### config.mk
export PLATFORM = sky130hd
export DESIGN_NAME = lvds_lane_serializer
export DESIGN_NICKNAME = d
export VERILOG_FILES = /design/src/rtl/lvds_ser_pkg.sv /design/src/rtl/lvds_settle_ctrl.sv /design/src/rtl/lvds_slot_seq.sv /design/src/rtl/lvds_lane_mux.sv /design/src/rtl/lvds_lane_serializer.sv
export SDC_FILE = /design/constraint.sdc
export NUM_CORES = 1
export LEC_CHECK = 0
export BUFFER_PORTS_ARGS = -buffer_cell sky130_fd_sc_hd__buf_2
export CAP_MARGIN = 0
export CORE_MARGIN = 4
export CORE_UTILIZATION = 55
export CTS_BUF_LIST = sky130_fd_sc_hd__clkbuf_2 sky130_fd_sc_hd__clkbuf_4 sky130_fd_sc_hd__clkbuf_8
export CTS_CLUSTER_DIAMETER = 150
export CTS_CLUSTER_SIZE = 12
export DETAILED_ROUTE_END_ITERATION = 12
export PLACE_DENSITY = 0.94
export SYNTH_ARGS = -nofsm -noshare
export SYNTH_HDL_FRONTEND = slang
export SYNTH_SLANG_ARGS = --single-unit
### constraint.sdc
create_clock -name clk_i -period 3.7 [get_ports clk_i]
set_input_delay 0 -clock clk_i [delete_from_list [all_inputs] [get_ports clk_i]]
set_output_delay 0 -clock clk_i [all_outputs]
set_load 0.01 [all_outputs]
### src/rtl/lvds_ser_pkg.sv
package lvds_ser_pkg;
  localparam int SLOTS = 7;
  localparam int IDX_W = 5;
  localparam int POS_W = $clog2(SLOTS);
  localparam logic [SLOTS-1:0] CLK_PATTERN = 7'b1100011;  // bit s = slot s

  typedef enum logic [1:0] {
    DEPTH_OFF = 2'b00,
    DEPTH_18  = 2'b01,
    DEPTH_24  = 2'b10,
    DEPTH_BAD = 2'b11
  } depth_e;
endpackage

### src/rtl/lvds_settle_ctrl.sv
module lvds_settle_ctrl #(
  parameter int SETTLE_CYC = 8
) (
  input  logic clk_i,
  input  logic rst_ni,
  input  logic cfg_ok_i,
  input  logic ser_en_i,
  output logic active_o
);
  localparam int CNT_W = $clog2(SETTLE_CYC + 1);
  localparam logic [CNT_W-1:0] CNT_MAX = CNT_W'(SETTLE_CYC);

  logic [CNT_W-1:0] cnt_q;

  always_ff @(posedge clk_i or negedge rst_ni) begin
    if (!rst_ni)              cnt_q <= '0;
    else if (!cfg_ok_i)       cnt_q <= '0;
    else if (cnt_q != CNT_MAX) cnt_q <= cnt_q + 1'b1;
  end

  assign active_o = cfg_ok_i && ser_en_i && (cnt_q == CNT_MAX);
endmodule

### src/rtl/lvds_slot_seq.sv
module lvds_slot_seq
  import lvds_ser_pkg::*;
(
  input  logic             clk_i,
  input  logic             rst_ni,
  input  logic             active_i,
  input  logic             step_i,
  output logic [POS_W-1:0] slot_o,
  output logic             first_o
);
  localparam logic [POS_W-1:0] LAST = POS_W'(SLOTS - 1);

  logic [POS_W-1:0] pos_q;

  always_ff @(posedge clk_i or negedge rst_ni) begin
    if (!rst_ni)        pos_q <= '0;
    else if (!active_i) pos_q <= '0;
    else if (step_i)    pos_q <= (pos_q == LAST) ? '0 : pos_q + 1'b1;
  end

  // pos 0 sends slot 6
  assign slot_o  = LAST - pos_q;
  assign first_o = (pos_q == '0);
endmodule

### src/rtl/lvds_lane_mux.sv
module lvds_lane_mux
  import lvds_ser_pkg::*;
#(
  parameter int WORD_W = 28
) (
  input  logic                   clk_i,
  input  logic                   rst_ni,
  input  logic                   active_i,
  input  logic                   step_i,
  input  logic                   en_i,
  input  logic [POS_W-1:0]       slot_i,
  input  logic [WORD_W-1:0]      word_i,
  input  logic [SLOTS*IDX_W-1:0] sel_i,
  output logic                   bit_o
);
  logic [IDX_W-1:0] idx;
  logic             bit_nxt;

  assign idx     = sel_i[slot_i*IDX_W +: IDX_W];
  assign bit_nxt = (int'(idx) < WORD_W) ? word_i[idx] : 1'b0;

  always_ff @(posedge clk_i or negedge rst_ni) begin
    if (!rst_ni)        bit_o <= 1'b0;
    else if (!active_i) bit_o <= 1'b0;
    else if (step_i)    bit_o <= en_i & bit_nxt;
  end
endmodule

### src/rtl/lvds_lane_serializer.sv
module lvds_lane_serializer
  import lvds_ser_pkg::*;
#(
  parameter int NCH        = 2,
  parameter int NLANE      = 4,
  parameter int WORD_W     = 28,
  parameter int LANES_18   = 3,
  parameter int SETTLE_CYC = 8
) (
  input  logic                         clk_i,
  input  logic                         rst_ni,
  input  logic                         bit_en_i,
  input  logic [NCH*WORD_W-1:0]        pix_i,
  input  logic [NLANE*SLOTS*IDX_W-1:0] sel_i,
  input  logic [NLANE-1:0]             lane_en_i,
  input  logic [1:0]                   depth_i,
  input  logic                         dual_i,
  input  logic                         swap_i,
  input  logic                         intf_en_i,
  input  logic                         ser_en_i,
  output logic                         pix_load_o,
  output logic [NCH*NLANE-1:0]         data_o,
  output logic [NCH-1:0]               clk_lane_o
);
  localparam int LANE_SEL_W = SLOTS * IDX_W;

  logic             depth_ok, depth_24, active, step, first, load;
  logic [POS_W-1:0] slot;
  logic [WORD_W-1:0] pix_q    [NCH];
  logic [WORD_W-1:0] word_cur [NCH];
  logic [NCH-1:0]    ch_on;

  assign depth_24 = (depth_e'(depth_i) == DEPTH_24);
  assign depth_ok = depth_24 || (depth_e'(depth_i) == DEPTH_18);
  assign step     = active && bit_en_i;
  assign load     = step && first;
  assign pix_load_o = load;

  lvds_settle_ctrl #(.SETTLE_CYC(SETTLE_CYC)) i_settle (
    .clk_i    (clk_i),
    .rst_ni   (rst_ni),
    .cfg_ok_i (intf_en_i && depth_ok),
    .ser_en_i (ser_en_i),
    .active_o (active)
  );

  lvds_slot_seq i_seq (
    .clk_i    (clk_i),
    .rst_ni   (rst_ni),
    .active_i (active),
    .step_i   (step),
    .slot_o   (slot),
    .first_o  (first)
  );

  for (genvar c = 0; c < NCH; c++) begin : g_cap
    always_ff @(posedge clk_i or negedge rst_ni) begin
      if (!rst_ni)   pix_q[c] <= '0;
      else if (load) pix_q[c] <= pix_i[c*WORD_W +: WORD_W];
    end
    // slot 6 uses the word being captured
    assign word_cur[c] = first ? pix_i[c*WORD_W +: WORD_W] : pix_q[c];
    assign ch_on[c]    = (c == 0) || dual_i;
  end

  for (genvar p = 0; p < NCH; p++) begin : g_phy
    logic [$clog2(NCH+1)-1:0] src;
    logic                     src_on;
    logic                     clk_q;

    assign src    = swap_i ? ($clog2(NCH+1))'(NCH-1-p) : ($clog2(NCH+1))'(p);
    assign src_on = ch_on[src];

    always_ff @(posedge clk_i or negedge rst_ni) begin
      if (!rst_ni)      clk_q <= 1'b0;
      else if (!active) clk_q <= 1'b0;
      else if (step)    clk_q <= src_on & CLK_PATTERN[slot];
    end
    assign clk_lane_o[p] = clk_q;

    for (genvar l = 0; l < NLANE; l++) begin : g_lane
      logic lane_on;
      if (l < LANES_18) begin : g_base
        assign lane_on = lane_en_i[l] && src_on;
      end else begin : g_wide
        assign lane_on = lane_en_i[l] && src_on && depth_24;
      end

      lvds_lane_mux #(.WORD_W(WORD_W)) i_mux (
        .clk_i    (clk_i),
        .rst_ni   (rst_ni),
        .active_i (active),
        .step_i   (step),
        .en_i     (lane_on),
        .slot_i   (slot),
        .word_i   (word_cur[src]),
        .sel_i    (sel_i[l*LANE_SEL_W +: LANE_SEL_W]),
        .bit_o    (data_o[p*NLANE+l])
      );
    end
  end
endmodule

== Yosys cells after proc, flatten, opt, wreduce, memory -nomap -nowiden ==
Memory sizes are Yosys's and may differ from the RTL's.
Index checks and enable logic that the tools add are counted.

* Memories kept: 1
* Register bits: 73
* Logic and storage cells: 136
* Bits in read-only memories: 8
* Input port bits: 209
* Output and inout bits: 11

* Shift operators: 4
* Equal/unequal tests: 7
* Order comparisons: 13
* Reductions and logical operators: 17
* Multiply operators: 1
* Bitwise gates (word level): 12
* Multiplexer cells: 64
* Add/sub/neg operators: 3

{| class="wikitable"
|+ Memories
! name !! depth !! bits a word !! read ports !! clocked after Yosys merged registers in !! wr ports !! line !! text
|-
| (no name shown) || 8 || 1 || 1 || 0 || 0 || lvds_lane_serializer.sv:77 || <nowiki>else if (step) clk_q <= src_on & CLK_PATTERN[slot];</nowiki>
|}

{| class="wikitable"
|+ Operators by type and width
! operator !! count
|-
| 28-bit two-way mux || 8
|-
| 35-bit by 7-bit variable part select with 5-bit output || 4
|-
| 1-bit two-way mux || 43
|-
| 1-bit binary-select mux with 5-bit select || 8
|-
| 5-bit by 6-bit less-than comparator with 1-bit output, second input constant || 4
|-
| 5-bit less-than comparator, second input constant || 4
|-
| 1-bit logical AND || 15
|-
| 1-bit AND || 10
|-
| 3-bit two-way mux || 3
|-
| 4-bit two-way mux || 2
|-
| 3-bit by 2-bit greater-or-equal comparator with 1-bit output, second input constant || 2
|-
| 3-bit by 3-bit multiplier with 6-bit output, second input constant || 1
|-
| 1-bit NOT with 3-bit output || 2
|-
| 4-bit by 1-bit adder with 4-bit output, second input constant || 1
|-
| 4-bit == test, second input constant || 1
|-
| 1-bit by 2-bit less-than comparator with 1-bit output, second input constant || 2
|-
| 3-bit by 4-bit less-than comparator with 1-bit output, second input constant || 1
|-
| 4-bit inequality test, second input constant || 1
|-
| 3-bit by 1-bit adder with 3-bit output, second input constant || 1
|-
| 3-bit == test, second input constant || 1
|-
| 3-bit logical NOT || 1
|-
| 3-bit subtractor, first input constant || 1
|-
| 2-bit by 1-bit == test with 1-bit output, second input constant || 1
|-
| 2-bit == test, second input constant || 1
|-
| other kinds (3) || 3
|}

== Logic depth before layout (Yosys ltp) ==
* Depth after elaboration: 11
* Gate-level depth with buffers: 17
* Mapped depth without buffers: 11

== Hierarchy ==
A second synthesis with hierarchy kept.

* Cells, all modules: 909
* Area total of the unflattened synthesis: 9969.6 µm²

{| class="wikitable"
|+ By module, submodules not included
! module !! area an instance (µm²) !! cells an instance !! times used !! seq. area each (µm²)
|-
| lvds_lane_mux || 719.4 || 81 || 8 || 25.0
|-
| lvds_lane_serializer || 3758.6 || 215 || 1 || 1451.4
|-
| lvds_settle_ctrl || 234.0 || 23 || 1 || 100.1
|-
| lvds_slot_seq || 221.5 || 23 || 1 || 75.1
|}

== Worst setup path before layout ==
Ideal clock, no wire load.

* Path type: register -> register
* Start: reg i_seq.pos_q[0]
* End: reg g_phy[1].g_lane[2].i_mux.bit_o
* Stages on the path, launching flop included: 15
* Data required time: 3.579 ns
* Clock period less this slack: 3.336 ns
* Path buffers: 4
* Library setup time: 0.121 ns
* Arrival: 3.215 ns
* Setup slack: 0.364 ns
* Path through: dfrtp_1 > buf_2 > buf_6 > inv_2 > buf_2 > ha_1 > buf_2 > mux4_2 > mux2i_2 > mux2_1 > nor2_1 > a21oi_1 > o311ai_1 > nand3_1 > a22o_1

* Word-level cells in the longest chain between the ends: 11
* Elaborated cells on any way between the ends: 16
* Classes of those cells: add/sub (1); mul (1); order compare (1); shift (1); mux (10); bitwise (1); reduce/logical (1)

{| class="wikitable"
|+ Ends and longest elaborated chain
! item !! line !! text
|-
| from (decl) || lvds_slot_seq.sv:13 || <nowiki>logic [POS_W-1:0] pos_q;</nowiki>
|-
| from (signal assigned) || lvds_slot_seq.sv:18 || <nowiki>else if (step_i) pos_q <= (pos_q == LAST) ? '0 : pos_q + 1'b1;</nowiki>
|-
| parallel branches: the longest is 7 deep, another holds 3-bit by 3-bit multiplier with 6-bit output || - ||
|-
| 1-bit two-way mux * || lvds_lane_mux.sv:20 || <nowiki>assign bit_nxt = (int'(idx) < WORD_W) ? word_i[idx] : 1'b0;</nowiki>
|-
| 1-bit AND * || lvds_lane_mux.sv:25 || <nowiki>else if (step_i) bit_o <= en_i & bit_nxt;</nowiki>
|-
| 1-bit two-way mux * || lvds_lane_mux.sv:25 ||
|-
| 1-bit two-way mux * || lvds_lane_mux.sv:24 || <nowiki>else if (!active_i) bit_o <= 1'b0;</nowiki>
|-
| to (signal assigned) || lvds_lane_mux.sv:25 ||
|-
| to (decl) || lvds_lane_mux.sv:14 || <nowiki>output logic bit_o</nowiki>
|}

Mark *: on every way between the ends. The select of a mux whose other input is x is not followed.
A chain may end at the register's enable or synchronous reset.

== Worst setup path in the final report ==
* Start: reg i_seq.pos_q[1]
* End: reg g_phy[1].g_lane[3].i_mux.bit_o

* Word-level cells in the longest chain between the ends: 11
* Elaborated cells on any way between the ends: 16
* Classes of those cells: add/sub (1); mul (1); order compare (1); shift (1); mux (10); bitwise (1); reduce/logical (1)

{| class="wikitable"
|+ Ends and longest elaborated chain
! item !! line
|-
| parallel branches: the longest is 7 deep, another holds 3-bit by 3-bit multiplier with 6-bit output || -
|-
| 1-bit two-way mux * || lvds_lane_mux.sv:20
|-
| 1-bit AND * || lvds_lane_mux.sv:25
|-
| 1-bit two-way mux * || lvds_lane_mux.sv:25
|-
| 1-bit two-way mux * || lvds_lane_mux.sv:24
|-
| to (signal assigned) || lvds_lane_mux.sv:25
|-
| to (decl) || lvds_lane_mux.sv:14
|}

Marks and branches as above.

==> run_results.csv <==
group,metric,value,unit
status,outcome,"complete, no violations",
sta,finalMaxSlewViolations,0,
worst_setup_path,crit_path_start_kind,"flip-flop",
synth,netlist_area,7825,um^2
power_and_ir_drop,peakVddDrop,0.2403,mV
detailed_routing,met1Wirelength,9959,um
power_and_ir_drop,p_leak,4.934,nW
worst_setup_path,worstSetupEndpoint,"g_phy[1].g_lane[3].i_mux.bit_o",
power_and_ir_drop,p_per_area,228.0,nW/um^2
detailed_routing,wl,28070,um
floorplanning,die-area,16200,um^2
synth,synth_compound_area_frac,0.1114,
synth,synth_top_family_by_area,"multiplexers",
power_and_ir_drop,power_frac_comb,0.323,
placement,pre_cts_slack,0.4221,ns
worst_hold_path,min-delay-start,"lane_en_i[2]",
synth,synth_edf_count,0,
detailed_routing,via_per_inst,6.319,
floorplanning,die_h,127.3,um
cells_and_area,final_nets,1382,
cells_and_area,area_growth_syn_to_layout,25.23,%
sta,setup_viol,0,
sta,worst_pin_slew,1.022,ns
sta,rsz0062_at_grt,"false",
synth,synth_seq_area_share,0.2335,
synth,avgSynthCellArea,8.496,um^2
clocking,cts.htree.levels,3,
power_and_ir_drop,p_seq_frac,0.361,
synth,synth.distinct_cells,68,
worst_hold_path,hp-class,"in -> reg",
clocking,cts_resized,0,
synth,yosys_most_used_dff,"dfrtp_1",
sta,finClkSkew,0.01486,ns
synth,yosysWarnings,0,
sta,min_period_over_period,0.9826,
detailed_routing,wl_met3,3304,um
worst_setup_path,path_max_fanout,14,
floorplanning,start_util,0.5616,
floorplanning,io_pins,220,
clocking,tritoncts,"done",
worst_setup_path,critPathSlowestCell,"ha_1",
synth,ys_ff_latch,73,
power_and_ir_drop,netSwitchingPower,0.7769,mW
clocking,cts_buffers,9,
worst_setup_path,r2r_cells,10,
detailed_routing,met2WireLength,13350,um
global_routing,grt_antenna_before_repair,1,
cells_and_area,fillers,1031,
placement,gp_congestion,1.054,
power_and_ir_drop,clockPowerShare,0.316,
placement,port-buffer-count,219,
clocking,postCtsSetupBuffers,0,
floorplanning,dieWidth,127.3,um
floorplanning,coreArea,13930,um^2
sta,worst_slack,0.06429,ns
global_routing,track_usage,0.3344,
synth,synth_adder_area_share,0.01119,
clocking,clkSlewWorstSetupHoldPaths,0.10,ns
worst_setup_path,cpPeakStageDelay,0.57,ns
worst_setup_path,rr_startpoint,"i_seq.pos_q[1]",
global_routing,grt_pass1_vias,8407,
detailed_routing,drc,0,
sta,period_needed,3.636,ns
detailed_routing,drtIter0Drc,1232,
worst_setup_path,crit_chain,"inv_1, ha_1, buf_4, mux2_2, a221o_1, o21ai_1, nand2b_1, a211oi_1, a32oi_1, a32o_1",
worst_setup_path,worstSetupPathType,"reg -> reg",
placement,dp_hpwl,20390,um
detailed_routing,wl_per_cell,20.76,um
worst_setup_path,cp.required,3.98,ns
sta,slew_headroom,0.3189,
clocking,clockRootBuffer,"clkbuf_8",
global_routing,grt_max_degree,58,
cells_and_area,layout_common_cells,"253 x mux2i_1, 227 x nand2_1, 219 x buf_2",
worst_setup_path,setup.reg_to_reg.worst_slack,0.06,ns
detailed_routing,drtAntennaViolNets,0,
synth,synth_mux_area_frac,0.3863,
worst_setup_path,setup.worst_path.start,"i_seq.pos_q[1]",
detailed_routing,firstDrtPassIters,6,
detailed_routing,num_vias,8543,
job,max-cap-violations,0,
power_and_ir_drop,switching_share,0.3477,
clocking,clock_latency,0.38,ns
cells_and_area,final_common_cell,"mux2i_1",
global_routing,grt_pass1_wl,43180,um
cells_and_area,final_layout_size_suffix_gt1_frac,0.2622,
sta,max_freq,0.2750,GHz
worst_setup_path,worstPathArrival,3.92,ns
clocking,clock-sinks,73,
synth,synthCells,921,
clocking,clockBufferDepth,2,
worst_setup_path,timing.rr.end,"g_phy[1].g_lane[3].i_mux.bit_o",
synth,syn-num-nets,1137,
worst_setup_path,worstSetupEndpointType,"flip-flop",
sta,hold_viol_final,0,
floorplanning,fp-row-count,43,
synth,synth_simple_gate_area_frac,0.1839,
power_and_ir_drop,p_int,1.457,mW
synth,synthXorXnorAreaFrac,0.006396,
detailed_routing,top_layer,"met4",
sta,setup_tns,0,ns
synth,synthArstFlopShare,1.000,
global_routing,grt_overflow_total,0,
sta,hold_ws,0.06278,ns
==> power by group through the flow <==
stage	sequential (mW)	combinational, mW	clock [mW]
4_1_cts	0.807	0.691	0.709
6_report	0.807	0.721	0.707
3_3_place_gp	0.822	0.610	0
5_1_grt	0.808	0.762	0.742
3_5_place_dp	0.822	0.634	0
2_1_floorplan	0.822	0.384	0
==> layer usage <==
metal | vias to the layer above | GRT usage
met5 | - | 0
met4 | 0 | 0.1640
met3 | 164 | 0.07860
met2 | 617 | 0.5602
met1 | 3963 | 0.4031
li1 | 3799 | -
==> critical path, delay by kind of cell, from the launching register on <==
family,cells,cell delay (ns)
AND/OR/NAND/NOR,1,0.19
AO/OA/AOI/OAI,5,1.64
flip-flops,1,0.40
multiplexers,1,0.35
buffers and inverters,2,0.37
adder cells (fa/ha/maj),1,0.57
==> cells by family after synthesis <==
logic type,count (synthesis)
simple gates,338
mux,287
compound gates,122
buf+inv,90
flops,73
fa+ha+maj,7
xor+xnor,4
==> cell type report <==
cell class | count | area (um^2) | share of cell area
Clock inverter | 7 | 86.33 | 0.008810
Tap cell | 180 | 225.2 | 0.02298
Timing Repair Buffer | 311 | 1979 | 0.2020
Sequential cell | 73 | 1828 | 0.1865
Inverter | 13 | 48.80 | 0.004980
Clock buffer | 9 | 123.9 | 0.01264
Multi-Input combinational cell | 758 | 5505 | 0.5618
Antenna cell | 1 | 2.502 | 0.0002554
==> synth_stat cells, types with 10 or more instances <==
cell type,number,area [um^2]
nand3_1,31,155.2
nand2_1,227,852.1
a211oi_1,15,112.6
o21ai_1,12,60.06
a31oi_1,12,75.07
nor2_1,30,112.6
mux2_1,11,123.9
mux2i_1,253,2532
buf_2,22,110.1
buf_4,23,172.7
clkbuf_1,16,60.06
mux2_2,12,135.1
buf_6,10,112.6
inv_1,10,37.54
dfrtp_1,73,1827
a21oi_1,30,150.1
==> registers in the layout (all words and copies together) (netlist names) <==
| register | count |
|---|---|
| pix_q | 56 |
| g_phy.g_lane.i_mux.bit_o | 8 |
| i_settle.cnt_q | 4 |
| i_seq.pos_q | 3 |
| g_phy.clk_q | 2 |
==> how the worst min path moves through the flow <==
stage	cells after the start	endpoint	slack (ns)
4_1_cts	4	g_phy[1].g_lane[2].i_mux.bit_o	0.05
3_3_place_gp	1	pix_q[2]	0.18
3_5_place_dp	1	pix_q[2]	0.20
6_report	4	g_phy[1].g_lane[2].i_mux.bit_o	0.06
2_1_floorplan	0	g_phy[0].clk_q	-0.30
5_1_grt	4	g_phy[1].g_lane[2].i_mux.bit_o	0.06
==> through the flow <==
stage,power (mW),utilization,cell area (um^2),cells
after CTS,2.207,0.7031,9797,1351
after floorplan,1.206,-,7825,921
final,2.234,0.7032,9799,1352
after global placement,1.432,0.6434,8966,1273
after global routing,2.312,0.7032,9799,1352
after detailed placement,1.456,0.6434,8966,1273
==> repair_timing <==
action | 4_1_cts | 5_1_grt
hold endpoints to repair | 104 | 0
hold buffers | 62 | 0
setup endpoints to repair | 0 | 0
No activity file was read; power rests on OpenSTA's default activity.
